### src/rtl/regbank_pkg.sv
package regbank_pkg;

  typedef enum logic [2:0] {
    ACC_RW  = 3'd0,
    ACC_RO  = 3'd1,
    ACC_HW  = 3'd2,
    ACC_SC  = 3'd3,
    ACC_W1C = 3'd4
  } acc_e;

  // Resolve overlapping mask bits by a fixed precedence.
  function automatic acc_e acc_pick(input logic ro, input logic hw,
                                    input logic sc, input logic w1c);
    acc_e a;
    if (sc)       a = ACC_SC;
    else if (w1c) a = ACC_W1C;
    else if (ro)  a = ACC_RO;
    else if (hw)  a = ACC_HW;
    else          a = ACC_RW;
    return a;
  endfunction

endpackage

### src/rtl/regbank_decode.sv
module regbank_decode #(
  parameter int ADDR_W   = 4,
  parameter int NUM_REGS = 4
) (
  input  logic [ADDR_W-1:0]   addr,
  input  logic                wr_en,
  input  logic                rd_en,
  output logic [NUM_REGS-1:0] wr_sel,
  output logic [NUM_REGS-1:0] rd_sel,
  output logic                hit
);

  logic [NUM_REGS-1:0] match;

  genvar i;
  generate
    for (i = 0; i < NUM_REGS; i++) begin : g_match
      assign match[i] = (addr == ADDR_W'(i));
    end
  endgenerate

  always_comb begin
    hit    = |match;
    wr_sel = wr_en ? match : '0;
    rd_sel = rd_en ? match : '0;
  end

endmodule

### src/rtl/regbank_bit.sv
module regbank_bit
  import regbank_pkg::*;
#(
  parameter acc_e ACC     = ACC_RW,
  parameter logic RST_VAL = 1'b0,
  parameter logic RETAIN  = 1'b0
) (
  input  logic clk,
  input  logic por_n,
  input  logic warm_n,
  input  logic wr,
  input  logic wbit,
  input  logic hw_set,
  input  logic hw_upd,
  input  logic hw_val,
  output logic q,
  output logic rbit,
  output logic pulse
);

  logic rst_n;
  logic q_r;
  logic en;
  logic d;

  // Retained bits see only the power-on reset.
  assign rst_n = RETAIN ? por_n : (por_n & warm_n);

  // Next-state selection for the configured access type.
  always_comb begin
    en = 1'b0;
    d  = q_r;
    case (ACC)
      ACC_RW: begin
        en = wr;
        d  = wbit;
      end
      ACC_RO: begin
        en = hw_upd;
        d  = hw_val;
      end
      ACC_HW: begin
        en = wr | hw_upd;
        d  = hw_upd ? hw_val : wbit;
      end
      ACC_W1C: begin
        en = hw_set | (wr & wbit);
        d  = hw_set;
      end
      default: begin
        en = 1'b0;
        d  = q_r;
      end
    endcase
  end

  always_ff @(posedge clk or negedge rst_n) begin
    if (!rst_n) q_r <= (ACC == ACC_SC) ? 1'b0 : RST_VAL;
    else if (en) q_r <= d;
  end

  always_comb begin
    q     = (ACC == ACC_SC) ? 1'b0 : q_r;
    rbit  = q;
    pulse = (ACC == ACC_SC) ? (wr & wbit) : 1'b0;
  end

  p_rw_load_r9: assert property (@(posedge clk) disable iff (!rst_n)
    (ACC == ACC_RW && wr) |=> (q == $past(wbit)));

  p_ro_hold_r4: assert property (@(posedge clk) disable iff (!rst_n)
    (ACC == ACC_RO && !hw_upd) |=> $stable(q));

  p_w1c_hold_r6: assert property (@(posedge clk) disable iff (!rst_n)
    (ACC == ACC_W1C && !hw_set && !(wr && wbit)) |=> $stable(q));

  p_set_wins_r7: assert property (@(posedge clk) disable iff (!rst_n)
    (ACC == ACC_W1C && hw_set) |=> q);

  p_hw_prio_r8: assert property (@(posedge clk) disable iff (!rst_n)
    (ACC == ACC_HW && hw_upd) |=> (q == $past(hw_val)));

  p_sc_reads_zero_r5: assert property (@(posedge clk) disable iff (!rst_n)
    (ACC == ACC_SC) |-> (!rbit && !q));

endmodule

### src/rtl/regbank_reg.sv
module regbank_reg
  import regbank_pkg::*;
#(
  parameter int               DATA_W   = 8,
  parameter logic [DATA_W-1:0] RO_MASK  = '0,
  parameter logic [DATA_W-1:0] HW_MASK  = '0,
  parameter logic [DATA_W-1:0] SC_MASK  = '0,
  parameter logic [DATA_W-1:0] W1C_MASK = '0,
  parameter logic [DATA_W-1:0] RST_VAL  = '0,
  parameter logic [DATA_W-1:0] RETAIN   = '0
) (
  input  logic              clk,
  input  logic              por_n,
  input  logic              warm_n,
  input  logic              wr,
  input  logic [DATA_W-1:0] wdata,
  input  logic [DATA_W-1:0] hw_set,
  input  logic [DATA_W-1:0] hw_upd,
  input  logic [DATA_W-1:0] hw_val,
  output logic [DATA_W-1:0] q,
  output logic [DATA_W-1:0] rval,
  output logic [DATA_W-1:0] pulse
);

  genvar b;
  generate
    for (b = 0; b < DATA_W; b++) begin : g_bit
      regbank_bit #(
        .ACC     (acc_pick(RO_MASK[b], HW_MASK[b], SC_MASK[b], W1C_MASK[b])),
        .RST_VAL (RST_VAL[b]),
        .RETAIN  (RETAIN[b])
      ) u_bit (
        .clk    (clk),
        .por_n  (por_n),
        .warm_n (warm_n),
        .wr     (wr),
        .wbit   (wdata[b]),
        .hw_set (hw_set[b]),
        .hw_upd (hw_upd[b]),
        .hw_val (hw_val[b]),
        .q      (q[b]),
        .rbit   (rval[b]),
        .pulse  (pulse[b])
      );
    end
  endgenerate

endmodule

### src/rtl/dualrst_regbank.sv
module dualrst_regbank #(
  parameter int ADDR_W   = 4,
  parameter int DATA_W   = 8,
  parameter int NUM_REGS = 4,
  parameter logic [NUM_REGS*DATA_W-1:0] RO_MASK     = 32'h0000_3000,
  parameter logic [NUM_REGS*DATA_W-1:0] HW_MASK     = 32'h0000_C000,
  parameter logic [NUM_REGS*DATA_W-1:0] SC_MASK     = 32'h000F_0000,
  parameter logic [NUM_REGS*DATA_W-1:0] W1C_MASK    = 32'h0000_0F00,
  parameter logic [NUM_REGS*DATA_W-1:0] RESET_VAL   = 32'h5AA0_0000,
  parameter logic [NUM_REGS*DATA_W-1:0] RETAIN_MASK = 32'h0F00_8CF0
) (
  input  logic                         clk,
  input  logic                         por_n,
  input  logic                         warm_n,
  input  logic [ADDR_W-1:0]            addr,
  input  logic [DATA_W-1:0]            wdata,
  input  logic                         wr_en,
  input  logic                         rd_en,
  output logic [DATA_W-1:0]            rdata,
  input  logic [NUM_REGS*DATA_W-1:0]   hw_set,
  input  logic [NUM_REGS*DATA_W-1:0]   hw_upd,
  input  logic [NUM_REGS*DATA_W-1:0]   hw_val,
  output logic [NUM_REGS*DATA_W-1:0]   reg_q,
  output logic [NUM_REGS*DATA_W-1:0]   sc_pulse
);

  localparam int FLAT_W = NUM_REGS * DATA_W;

  logic [NUM_REGS-1:0] wr_sel;
  logic [NUM_REGS-1:0] rd_sel;
  logic                rd_hit;
  logic [FLAT_W-1:0]   rval_flat;
  logic [DATA_W-1:0]   rd_mux;
  logic [DATA_W-1:0]   rdata_d;
  logic [DATA_W-1:0]   rdata_q;
  logic                rd_rst_n;

  regbank_decode #(
    .ADDR_W   (ADDR_W),
    .NUM_REGS (NUM_REGS)
  ) u_decode (
    .addr   (addr),
    .wr_en  (wr_en),
    .rd_en  (rd_en),
    .wr_sel (wr_sel),
    .rd_sel (rd_sel),
    .hit    (rd_hit)
  );

  genvar r;
  generate
    for (r = 0; r < NUM_REGS; r++) begin : g_reg
      regbank_reg #(
        .DATA_W   (DATA_W),
        .RO_MASK  (RO_MASK    [r*DATA_W +: DATA_W]),
        .HW_MASK  (HW_MASK    [r*DATA_W +: DATA_W]),
        .SC_MASK  (SC_MASK    [r*DATA_W +: DATA_W]),
        .W1C_MASK (W1C_MASK   [r*DATA_W +: DATA_W]),
        .RST_VAL  (RESET_VAL  [r*DATA_W +: DATA_W]),
        .RETAIN   (RETAIN_MASK[r*DATA_W +: DATA_W])
      ) u_reg (
        .clk    (clk),
        .por_n  (por_n),
        .warm_n (warm_n),
        .wr     (wr_sel[r]),
        .wdata  (wdata),
        .hw_set (hw_set[r*DATA_W +: DATA_W]),
        .hw_upd (hw_upd[r*DATA_W +: DATA_W]),
        .hw_val (hw_val[r*DATA_W +: DATA_W]),
        .q      (reg_q[r*DATA_W +: DATA_W]),
        .rval   (rval_flat[r*DATA_W +: DATA_W]),
        .pulse  (sc_pulse[r*DATA_W +: DATA_W])
      );
    end
  endgenerate

  // Read path: OR of selected registers, zero when unmapped or idle.
  always_comb begin
    rd_mux = '0;
    for (int k = 0; k < NUM_REGS; k++) begin
      if (rd_sel[k]) rd_mux = rd_mux | rval_flat[k*DATA_W +: DATA_W];
    end
    rdata_d = (rd_en && rd_hit) ? rd_mux : '0;
  end

  assign rd_rst_n = por_n & warm_n;

  always_ff @(posedge clk or negedge rd_rst_n) begin
    if (!rd_rst_n) rdata_q <= '0;
    else           rdata_q <= rdata_d;
  end

  assign rdata = rdata_q;

  p_unmapped_zero_r10: assert property (@(posedge clk) disable iff (!rd_rst_n)
    (rd_en && !rd_hit) |=> (rdata == '0));

  p_rd_idle_zero_r11: assert property (@(posedge clk) disable iff (!rd_rst_n)
    (!rd_en) |=> (rdata == '0));

  p_sc_strobe_needs_write_r5: assert property (@(posedge clk) disable iff (!rd_rst_n)
    (!wr_en) |-> (sc_pulse == '0));

endmodule

### config.mk
export PLATFORM = sky130hd
export DESIGN_NAME = dualrst_regbank
export DESIGN_NICKNAME = d
export VERILOG_FILES = /design/src/rtl/regbank_pkg.sv /design/src/rtl/regbank_decode.sv /design/src/rtl/regbank_bit.sv /design/src/rtl/regbank_reg.sv /design/src/rtl/dualrst_regbank.sv
export SDC_FILE = /design/constraint.sdc
export NUM_CORES = 1
export LEC_CHECK = 0
export ABC_CLOCK_PERIOD_IN_PS = 1400
export CAP_MARGIN = 20
export CORE_MARGIN = 2
export CORE_UTILIZATION = 32
export CTS_CLUSTER_SIZE = 16
export DETAILED_ROUTE_END_ITERATION = 10
export HOLD_SLACK_MARGIN = 0.1
export PLACE_DENSITY = 0.89
export SETUP_SLACK_MARGIN = 0.05
export SLEW_MARGIN = 15
export SYNTH_ARGS = -nofsm -noshare
export SYNTH_HDL_FRONTEND = slang
export SYNTH_SLANG_ARGS = --single-unit
export TNS_END_PERCENT = 1
### constraint.sdc
create_clock -name clk -period 1.4 [get_ports clk]
set_input_delay 0.28 -clock clk [delete_from_list [all_inputs] [get_ports clk]]
set_output_delay 0.28 -clock clk [all_outputs]
set_load 0.05 [all_outputs]
Yosys cells after proc, flatten, opt, wreduce, memory -nomap -nowiden
Cells that the tools add are included.

Equality and inequality tests: 3. Multiplexer cells: 9. Bitwise operators: 18. Reductions and logical operators: 3.

Operators by type and width (count): $mux W8 (5); $or A8 B8 Y8 (3); $and A1 B1 Y1 (9); $eq A4 B2 Y1 const B (2); $mux W4 (2); $or A1 B1 Y1 (6); $eq A4 B1 Y1 const B (1); $logic_not A4 Y1 (1); $reduce_or A4 Y1 (1); $mux W1 (2); $logic_and A1 B1 Y1 (1).

Register bits: 36. Input bits: 113. Output and inout port bits: 72. Logic and storage cells: 62.

Logic depth before layout (Yosys ltp)
Gate-level depths: netlist of the first run.

Depth in word-level cells: 10. Depth in mapped cells: 4. Depth with buffers taken out: 3.

By module
From an unflattened synthesis of the first run, not the netlist that was laid out.

Cells, all modules: 233. Area, all modules: 2356.0 um^2.

Modules (own cells, without submodules): regbank_bit (g_reg[0].u_reg.g_bit[0].u_bit ...) (instances 10, cells each 6, area an instance 65.1 um^2, seq. area each 25.0 um^2); dualrst_regbank (instances 1, cells each 38, area an instance 417.9 um^2, seq. area each 200.2 um^2); regbank_bit (g_reg[0].u_reg.g_bit[4].u_bit ...) (instances 6, cells each 5, area an instance 58.8 um^2, seq. area each 25.0 um^2); regbank_bit (g_reg[2].u_reg.g_bit[5].u_bit ...) (instances 4, cells each 6, area an instance 66.3 um^2, seq. area each 26.3 um^2); regbank_bit (g_reg[1].u_reg.g_bit[0].u_bit ...) (instances 2, cells each 7, area an instance 61.3 um^2, seq. area each 25.0 um^2); regbank_bit (g_reg[3].u_reg.g_bit[1].u_bit ...) (instances 2, cells each 5, area an instance 60.1 um^2, seq. area each 26.3 um^2); regbank_bit (g_reg[1].u_reg.g_bit[2].u_bit ...) (instances 2, cells each 6, area an instance 55.1 um^2, seq. area each 25.0 um^2); regbank_bit (g_reg[2].u_reg.g_bit[0].u_bit ...) (instances 4, cells each 4, area an instance 25.0 um^2, seq. area each 0.0 um^2); regbank_decode (instances 1, cells each 14, area an instance 85.1 um^2, seq. area each 0.0 um^2); regbank_bit (g_reg[1].u_reg.g_bit[6].u_bit) (instances 1, cells each 8, area an instance 68.8 um^2, seq. area each 25.0 um^2); regbank_bit (g_reg[1].u_reg.g_bit[7].u_bit) (instances 1, cells each 7, area an instance 62.6 um^2, seq. area each 25.0 um^2).

Worst setup path after synthesis of the first run
No wires, ideal clock.

Kind: input port to output port. Start: in addr[1]. End: out sc_pulse[16]. Arrival: 1.096 ns. Data required time: 1.120 ns. Slack: 0.024 ns. Stages: 4. Path buffers: 1. Cell sequence: nand2_1 > nor4_4 > and2_1 > buf_4.

Word-level cells in the longest chain between the ends: 3.

RTL lines: start, declared (RTL line dualrst_regbank.sv:15) `input logic [ADDR_W-1:0] addr,`; $eq A4 B2 Y1 (RTL line regbank_decode.sv:18) `assign match[i] = (addr == ADDR_W'(i));`; $mux W4 (RTL line regbank_decode.sv:24) `wr_sel = wr_en ? match : '0;`; $and A1 B1 Y1 (RTL line regbank_bit.sv:65) `pulse = (ACC == ACC_SC) ? (wr & wbit) : 1'b0;`; end, declared (RTL line dualrst_regbank.sv:24) `output logic [NUM_REGS*DATA_W-1:0] sc_pulse`.

No other way between the ends.

Worst setup path after layout of the first run
Start: in addr[1]. End: out sc_pulse[19].

Same word-level chain as after synthesis.

==> results.md, run 1 <==
- Status: finished, violations left
- Failing checks: negative setup slack
- Die Ht: 84.9 µm
- CTS Buf Count: 5
- Achievable Freq: 704 MHz
- CTS clk-pin slew, worst paths: 80 ps
- Fillers: about 550
- Primary FF master, synth: dfrtp_1
- Gr busiest metal: met2
- Setup TNS: -67.2 ps
- Final worst slack: -20.8 ps
- Synth Register Bits: 36
- Skew-Pair Late Insertion Delay: ~290 ps
- Crit start category: input pin
- Post-CTS Hold Buffers: 0
- Pwr dens: ~1300 nW/µm²
- Grt met2 use: roughly a quarter
- Clock buffer depth: 2
- Clk_skew: 9.82 ps
- GRT Total Usage: roughly 14%
- First-pass GRT wire length: ~8000 µm
- Max-slew violation count: 0
- Register area share after synthesis: 43.4%
- Synth warn: 0
- Drt pass-1 iters: 4
- Initial DRC Count: between 50 and 60
- Post-layout nets: around 360
- Layout cells sized above 1: 47.7%
- Total grt overflow: 0
- Grt met3 use: under 10%
- Hold Fails Final Rpt: 0
- Critical-path cell list: buf_8, nand2_8, nor4_4, buf_6, and2_4, buf_12
- Synth top area cells: dfrtp_1, buf_4, mux2_2
- CP endpoint kind: output port
- Row count: 29
- R2r setup slk: 160 ps
- Leakage: between 1 and 1.5 nW
- Syn avg cell area: 11.8 µm²
- Yosys top cell area share: a little over a third
- Io pins: ~190
- Cell Count, Final, Fillers Out: 320
- Final min period: 1420 ps
- Most instantiated cells after synthesis: buf_4, dfrtp_1, mux2_2
- Post-detail-place hpwl: approximately 3900 µm
- Worst path required time: 1120 ps
- Wire per inst: between 15 and 20 µm
- Die area: about 7000 µm²
- Core ar.: 6350 µm²
- Maximum fanout along the worst path: 6
- Placed cells: 306
- RSZ-0062 raised after global routing: true
- Cell taking the most area after synthesis: dfrtp_1
- Post-route DRC: 0
- Max-Cap Viols: 0
- Via density per instance: around 4.4
- GR Layer Usage met1: 16.1%
- Fraction of registers with async set/reset: 100%
- CP Class: input pin to output port
- CP delay by family, top: simple AND/OR/NAND/NOR gates
- Pin count of the biggest net entering global routing: 26
- Ant diodes: 0
- Initial antenna violation count: 0
- Worst hold slack: just under 400 ps
- Initial Util: about a third
- Hold Path Class: input pin to async pin
- Post-synthesis cell count: 178
- Clk root buf: clkbuf_8
- Crit-path slowest cell: nor4_4
- Clock sinks: 36
- Port buffer count: 68
- Buf/Inv on CP: 3
- Final period util: 101%
- RePlAce Congestion: around 0.81
- Critical Path AT: roughly 1100 ps
- Crit-path max cell delay: around 270 ps
- # H-tree levels: 2
- TritonCTS clock tree: built
- Vias in the first global route: roughly 1.6k
- Setup violations, final: 4
- Post-Syn Area: 2090 µm²
- Dpl ws: -693 ps
- Area growth, synth to finish: 53.6%
- DR vias: ~1.4k
- Max VDD drop: ~0.81 mV
- ANT nets after route: 0
- Post-synth EDFFs: 0
- Distinct cells, synth: 26
- Die width: 84.9 µm
- Most common cell in the netlist: buf_4
- Final WL: between 4000 and 5000 µm
[metal layers]
metal / vias to the layer above / part of all wire (%)
met1: 676 / 39
li1: 641 / -
met3: 8 / 10
met4: 0 / 1.9
met2: 80 / 49
met5: - / 0
[cells by family after synthesis]
group	count (synthesis)	share of synthesized area [%]
muxes	30	18.1
other	1	0.179
AOI/OAI and AO/OA	14	4.66
buffers and inverters	67	23.7
DFF	36	43.4
and+or+nand+nor	30	10.0
[path summary, 6_finish.rpt]
| kind | from | endpoint | cells after the start |
|---|---|---|---|
| setup / recovery | addr[1] | sc_pulse[19] | 6 |
| hold / removal | por_n | g_reg[3].u_reg.g_bit[0].u_bit.q$_DFFE_PN0P_ | 2 |
| setup reg to reg | g_reg[0].u_reg.g_bit[6].u_bit.q$_DFFE_PN0P_ | rdata[6]$_DFF_PN0_ | 2 |
| hold reg to reg | g_reg[1].u_reg.g_bit[2].u_bit.q$_DFFE_PN0P_ | g_reg[1].u_reg.g_bit[2].u_bit.q$_DFFE_PN0P_ | 1 |
| max in group asynchronous | por_n | g_reg[2].u_reg.g_bit[5].u_bit.q$_DFFE_PN1P_ | 3 |
| min in group clk | addr[1] | rdata[3]$_DFF_PN0_ | 4 |
[sequential cells by signal (all words and copies together), names as in the netlist]
name,flops
g.u_reg.g_bit.u_bit.q,28
rdata,8
[timing repair]
action / 4_1_cts / 5_1_grt
gates resized for setup: 31 / 3
endpoints found under the setup margin: 38 / 7
setup buffers: 4 / 2
pin swaps: 5 / 2
[per-stage QoR]
stage / util, % / power (mW) / instance area (µm²)
after detailed placement: 48.2 / 3.35 / 3060
after global placement: 48.2 / 3.32 / 3060
after floorplan: - / 2.64 / 2240
after CTS: 50.4 / 4.08 / 3200
after global routing: 50.6 / 4.20 / 3220
final: 50.6 / 4.04 / 3220
[area by class of cell]
class                   instances  area, µm²  area share [%]
repair buffers                 93       1300            40.4
multi-input cells             106        832            25.9
well taps                      77       96.3            3.00
clock inverters                 1       5.00           0.156
flip-flops and latches         36        908            28.2
clock buffers                   7       76.3            2.37
[placed cells by master (no fill, tap or decap), types with 5 or more instances in the layout]
master and instances:
dfrtp_1 30, buf_12 41, clkdlybuf4s50_1 23, clkbuf_8 5
dfstp_2 6, buf_4 20, buf_6 5, mux2_2 20
conb_1 32, nor2_1 5
[power by group]
| group | internal [mW] | switching, mW | total, mW |
|---|---|---|---|
| sequential | 1.23 | 0.218 | 1.45 |
| combinational | 0.891 | 0.997 | 1.89 |
| clock | 0.349 | 0.360 | 0.709 |
| total | 2.47 | 1.58 | 4.04 |
(Power assumes the default switching activity.)
==> inputs of run 2 (changes only) <==
--- a/config.mk
+++ b/config.mk
@@ -9,2 +9,3 @@
 export CAP_MARGIN = 20
+export CORE_ASPECT_RATIO = 0.6
 export CORE_MARGIN = 2
==> constraint.sdc (replaced) <==
create_clock -name clk -period 1.4 [get_ports clk]
set_input_delay 0.14 -clock clk [delete_from_list [all_inputs] [get_ports clk]]
set_output_delay 0.14 -clock clk [all_outputs]
set_load 0.05 [all_outputs]
==> run 2 against run 1 <==
The flow now finishes without violations. Sequential share of layout area is 0.99 points higher. Worst hold slack worse by 190 ps. Routed wire length is 4.1% higher. Cell count is 1.3% higher. Die area is 0.29% higher.
==> results.md, run 2 (synthesized netlist as in run 1, its figures left out) <==
- Clock sinks: 36 (unchanged)
- RSZ-0062 raised after global routing: false
- Post-route DRC: 0 (unchanged)
- Largest register FFs: 28 (unchanged)
- R2r setup slk: 170 ps (about the same)
- Clock buffer depth: 2 (unchanged)
- Port buffer count: 68 (unchanged)
- Hold Fails Final Rpt: 0 (unchanged)
- Setup violations, final: 0 (-4)
- Critical Path AT: 1130 ps (about the same)
- Vias in the first global route: 1417 (-10%)
- Initial Util: 33.6% (+0.68 points)
- Die area: 7230 µm² (+0.29%)
- CTS clk-pin slew, worst paths: 70 ps (about the same)
- ANT nets after route: 0 (unchanged)
- Skew-Pair Late Insertion Delay: 300 ps (about the same)
- Hold Path Class: input pin to async pin
- Wire per inst: 15.9 µm (+2.8%)
- Placed cells: 313 (+2.3%)
- Max-slew violation count: 0 (unchanged)
- RePlAce Congestion: 0.879 (+8.3%)
- Row count: 22 (-24%)
- Initial DRC Count: 48 (-19%)
- Total grt overflow: 0 (unchanged)
- Final core occ: 49.9% (-0.70 points)
- Area growth, synth to finish: 48.4%
- R2r worst-path depth: 2 (unchanged)
- Layout cells sized above 1: 47.1% (-0.65 points)
- Clk_skew: 4.78 ps (-5.04 ps)
- Critical-path cell list: dlygate4sd2_1, nand2_2, nor4_4, buf_4, and2_4, buf_12
- Fillers: 560 (+1.6%)
- Final min period: 1270 ps (-149 ps)
- Worst R2R End: rdata[7]$_DFF_PN0_
- GRT Total Usage: 15.2% (+0.80 points)
- Final worst slack: 128 ps (+149 ps)
- Pwr dens: 1390 nW/µm² (+10%)
- Final period util: 90.8% (-11 points)
- Worst reg2reg path startpoint: g_reg[0].u_reg.g_bit[7].u_bit.q$_DFFE_PN0P_
- Clk root buf: clkbuf_8
- Buf/Inv on CP: 3 (unchanged)
- Post-layout nets: 352 (-0.85%)
- CP endpoint kind: output port
- Post-CTS Hold Buffers: 0 (unchanged)
- Max-Cap Viols: 0 (unchanged)
- Initial antenna violation count: 0 (unchanged)
- CP delay by family, top: buffers and inverters
- Post-route cell area: 3110 µm² (-3.4%)
- Crit-path max cell delay: 260 ps (about the same)
- DR vias: 1389 (-1.1%)
- Maximum fanout along the worst path: 4 (-2)
- Worst hold slack: 205 ps (-193 ps)
- Design Power: 4.31 mW (+6.5%)
- First-pass GRT wire length: 7850 µm (about the same)
- Most frequent cells in the layout: buf_12, conb_1, dfrtp_1, buf_4, clkdlybuf4s50_1
- Worst path required time: 1260 ps (+140 ps)
- Final WL: 5170 µm (+4.1%)
- Drt pass-1 iters: 4 (unchanged)
- Core ar.: 6220 µm² (-2.0%)
- Cell Count, Final, Fillers Out: 324 (+1.3%)
- Leakage: 1.45 nW (-1.6%)
- Die width: 108 µm (+28%)
- Via density per instance: 4.29 (-2.4%)
- Ant diodes: 0 (unchanged)
- Crit start category: input pin
- TritonCTS clock tree: built
- Crit-path slowest cell: dlygate4sd2_1
- Die Ht: 66.7 µm (-21%)
- Setup TNS: 0 ps (+67.2 ps)
- CP Class: input pin to output port
- Dpl ws: -349 ps (+345 ps)
- Instance area after placement: 2960 µm² (-3.5%)
- Pin count of the biggest net entering global routing: 14 (-46%)
- Max VDD drop: 0.637 mV (-21%)
- Achievable Freq: 786 MHz (+12%)
- CTS Buf Count: 5 (unchanged)
- # H-tree levels: 2 (unchanged)
- Status: finished, final reports clean
- Post-detail-place hpwl: 4120 µm (+5.0%)
- Io pins: 185 (unchanged)
- Most common cell after layout, fill and taps aside: buf_12
-- run 2: cell count changes in the layout (fill, tap and decap cells not counted), sizes merged --
cell,change
clkinv,-1
dlygate4sd2,+2
buf,-5
bufinv,+1
-- run 2: what timing repair did --
item | CTS | global route
pin swaps | 1 | 1
resized for setup | 17 | 3
buffers inserted | 4 | 0
setup endpoints to repair | 23 | 4
-- run 2: layout make-up --
type,instances,area [µm²],area share [%]
tap,84,105,3.38
clock inverter,1,30.0,0.967
timing repair buffer,90,1150,37.0
sequential,36,908,29.2
multi-input combinational,106,818,26.3
clock buffer,7,96.3,3.10
-- run 2: per-layer routing --
| metal | up-vias | track usage, % | wire length [µm] |
|---|---|---|---|
| met5 | - | 0 | 0 |
| met4 | 0 | 7.37 | 78 |
| met3 | 8 | 4.50 | 398 |
| met2 | 58 | 22.4 | 2430 |
| met1 | 688 | 20.4 | 2260 |
| li1 | 635 | - | - |
-- run 2: where the power goes --
part           switching (mW)  internal, mW  leakage (nW)
sequential              0.207          1.23         0.433
clock                   0.383         0.628        0.0645
combinational           0.994         0.865         0.949
total                    1.58          2.72          1.45
-- run 2: how the worst max path moves through the flow --
stage,startpoint,slack [ps],cells past startpoint,to
6_report,wr_en,130,6,sc_pulse[18]
3_3_place_gp,addr[0],-300,4,g_reg[3].u_reg.g_bit[2].u_bit.q$_DFFE_PN0P_
4_1_cts,addr[3],60,6,sc_pulse[18]
5_1_grt,wr_en,60,6,sc_pulse[18]
3_5_place_dp,addr[0],-350,4,g_reg[3].u_reg.g_bit[7].u_bit.q$_DFFE_PN0P_
2_1_floorplan,addr[3],240,3,g_reg[3].u_reg.g_bit[0].u_bit.q$_DFFE_PN0P_
==> inputs of run 3 (changes only) <==
ABC_AREA = 0   (was unset)
CORE_UTILIZATION = 28   (was 32)
PLACE_DENSITY = 0.8   (was 0.89)
==> run 3 against run 2 <==
Via count increased by 0.65%. Power up 3.5%. Flip-flop and latch count unchanged. Global-route usage decreased by 1.9 points. Cell count rose by 5.9%. Sequential share of layout area down 0.58 points. Non-clock buffer count unchanged. Clock skew shrank 2.1 ps. First-iteration DRC count shrank 38%. Register-to-register slack got worse by 20 ps. Clock power is 14% higher. Sequential power is essentially flat. Critical endpoint is now sc_pulse[19]. Largest power group unchanged.
==> results.md, run 3 (synthesized netlist as in run 1, its figures left out) <==
- Pin count of the biggest net entering global routing: 21 (+7)
- Port buffer count: 68 (unchanged)
- Post-detail-place hpwl: 4180 µm (+1.6%)
- Worst path required time: 1260 ps (about the same)
- RePlAce Congestion: 0.819 (-6.9%)
- Clock buffer depth: 2 (unchanged)
- Initial antenna violation count: 0 (unchanged)
- Largest register FFs: 28 (unchanged)
- Clk_skew: 2.64 ps (-2.14 ps)
- Final min period: 1330 ps (+54.0 ps)
- Sequential Area: 908 µm² (unchanged)
- Hold Path Class: input pin to async pin
- Initial DRC Count: 30 (-38%)
- GRT Total Usage: 13.3% (-1.9 points)
- Area growth, synth to finish: 51.4%
- Net Sw Frac: 36.3% (-0.48 points)
- Max VDD drop: 0.461 mV (-28%)
- RSZ-0062 raised after global routing: true
- Dpl ws: -354 ps (-5.67 ps)
- ANT nets after route: 0 (unchanged)
- Die area: 8210 µm² (+14%)
- CP Class: input pin to output port
- Final core occ: 43.6% (-6.3 points)
- Drt pass-1 iters: 4 (unchanged)
- Clock power share: 25.8% (+2.3 points)
- Int Power: 2.84 mW (+4.3%)
- Post-route DRC: 0 (unchanged)
- Final worst slack: 74.3 ps (-54.0 ps)
- Sequential Power Share: 32.4% (-0.9 points)
- Row count: 24 (+9.1%)
- Most common cell after layout, fill and taps aside: buf_12
- Io pins: 185 (unchanged)
- R2r setup slk: 150 ps (-20 ps)
- Clk root buf: clkbuf_16
- Via density per instance: 4.08 (-4.9%)
- Fillers: 701 (+25%)
- Leakage: 1.46 nW (+0.82%)
- Status: finished, final reports clean
- Layout cells sized above 1: 46.9% (-0.22 points)
- Max-slew violation count: 0 (unchanged)
- Achievable Freq: 754 MHz (-4.1%)
- Instance area after placement: 2980 µm² (+0.85%)
- Setup violations, final: 0 (unchanged)
- Worst setup startpoint: addr[3]
- Post-layout nets: 352 (unchanged)
- Worst R2R End: rdata[7]$_DFF_PN0_
- Crit start category: input pin
- Skew-Pair Late Insertion Delay: 280 ps (-20 ps)
- Final WL: 5260 µm (+1.8%)
- Clock sinks: 36 (unchanged)
- Core ar.: 7270 µm² (+17%)
- CTS Buf Count: 5 (unchanged)
- Combinational share of power: 41.8% (-1.4 points)
- Pwr dens: 1410 nW/µm² (+1.5%)
- Initial Util: 28.8% (-4.8 points)
- Critical Path Sink: sc_pulse[19]
- Hold Fails Final Rpt: 0 (unchanged)
- Maximum fanout along the worst path: 5 (+1)
- Most frequent cells in the layout: buf_12, conb_1, dfrtp_1, buf_4, clkdlybuf4s50_1
- CTS clk-pin slew, worst paths: 50 ps (-20 ps)
- Final period util: 94.7% (+3.9 points)
- Ant diodes: 0 (unchanged)
- First-pass GRT wire length: 8090 µm (+3.0%)
- Post-route cell area: 3170 µm² (+2.0%)
- # H-tree levels: 2 (unchanged)
- R2r worst-path depth: 2 (unchanged)
- Setup TNS: 0 ps (unchanged)
- Max-Cap Viols: 0 (unchanged)
- Die Ht: 71.0 µm (+6.5%)
- Switching pwr: 1.62 mW (+2.2%)
- CP endpoint kind: output port
- Die width: 116 µm (+6.7%)
- TritonCTS clock tree: built
- Vias in the first global route: 1500 (+5.9%)
- Total grt overflow: 0 (unchanged)
- DR vias: 1398 (+0.65%)
- Multi-input gate area: 818 µm² (unchanged)
- Critical Path AT: 1190 ps (+60 ps)
- Wire per inst: 15.3 µm (-3.8%)
- Worst reg2reg path startpoint: g_reg[3].u_reg.g_bit[7].u_bit.q$_DFFE_PN0P_
run 3: cell types whose count changed in the layout (fill, tap and decap cells not counted):
cell,before,now
buf_4,27,26
clkbuf_8,7,2
clkbuf_2,1,0
bufinv_16,1,0
clkdlybuf4s15_2,0,1
dlygate4sd2_1,2,1
clkdlybuf4s15_1,0,1
buf_6,2,3
clkbuf_16,0,5
run 3: how the worst min path moves through the flow:
stage | endpoint | from | slack, ps
4_1_cts | g_reg[0].u_reg.g_bit[4].u_bit.q$_DFFE_PN0P_ | por_n | 310
3_5_place_dp | g_reg[1].u_reg.g_bit[0].u_bit.q$_DFFE_PN0P_ | g_reg[1].u_reg.g_bit[0].u_bit.q$_DFFE_PN0P_ | 550
2_1_floorplan | g_reg[0].u_reg.g_bit[4].u_bit.q$_DFFE_PN0P_ | por_n | -160
3_3_place_gp | g_reg[1].u_reg.g_bit[0].u_bit.q$_DFFE_PN0P_ | g_reg[1].u_reg.g_bit[0].u_bit.q$_DFFE_PN0P_ | 550
6_report | g_reg[1].u_reg.g_bit[7].u_bit.q$_DFFE_PN0P_ | por_n | 310
5_1_grt | g_reg[3].u_reg.g_bit[0].u_bit.q$_DFFE_PN0P_ | por_n | 320
run 3: metrics by stage:
stage	hold WS [ps]	power [mW]	cells
2_1_floorplan	-156	2.64	209
5_1_grt	323	4.60	343
6_report	306	4.46	343
4_1_cts	309	4.48	342
3_3_place_gp	551	3.30	333
3_5_place_dp	553	3.32	333
run 3: per-layer routing:
metal	track usage (%)	routed length, µm	vias up
met5	0	0	-
met1	17.2	2290	684
li1	-	-	641
met3	4.28	435	5
met4	4.76	48	0
met2	21.1	2480	68
run 3: repair_timing:
item,in CTS,in global routing
setup buffers,2,1
pin swaps,1,0
gates resized for setup,20,2
setup endpoints to repair,29,4
hold buffers,0,0
run 3: layout make-up:
class,count,area share [%]
multi-input cells,106,25.8
clock buffers,7,4.82
flip-flops and latches,36,28.7
repair buffers,90,36.6
well taps,104,4.11
run 3: critical path, cell delays in order:
cell,delay [ps]
clkdlybuf4s15_2,200
buf_6,130
nor4_4,230
buf_4,200
and2_4,160
buf_12,130
run 3: power groups by stage:
stage / sequential [mW] / clock [mW] / combinational, mW
CTS: 1.44 / 1.17 / 1.87
global route: 1.46 / 1.21 / 1.93
floorplan: 1.35 / 0 / 1.29
finish: 1.44 / 1.15 / 1.86
global placement: 1.45 / 0 / 1.84
detailed placement: 1.46 / 0 / 1.86
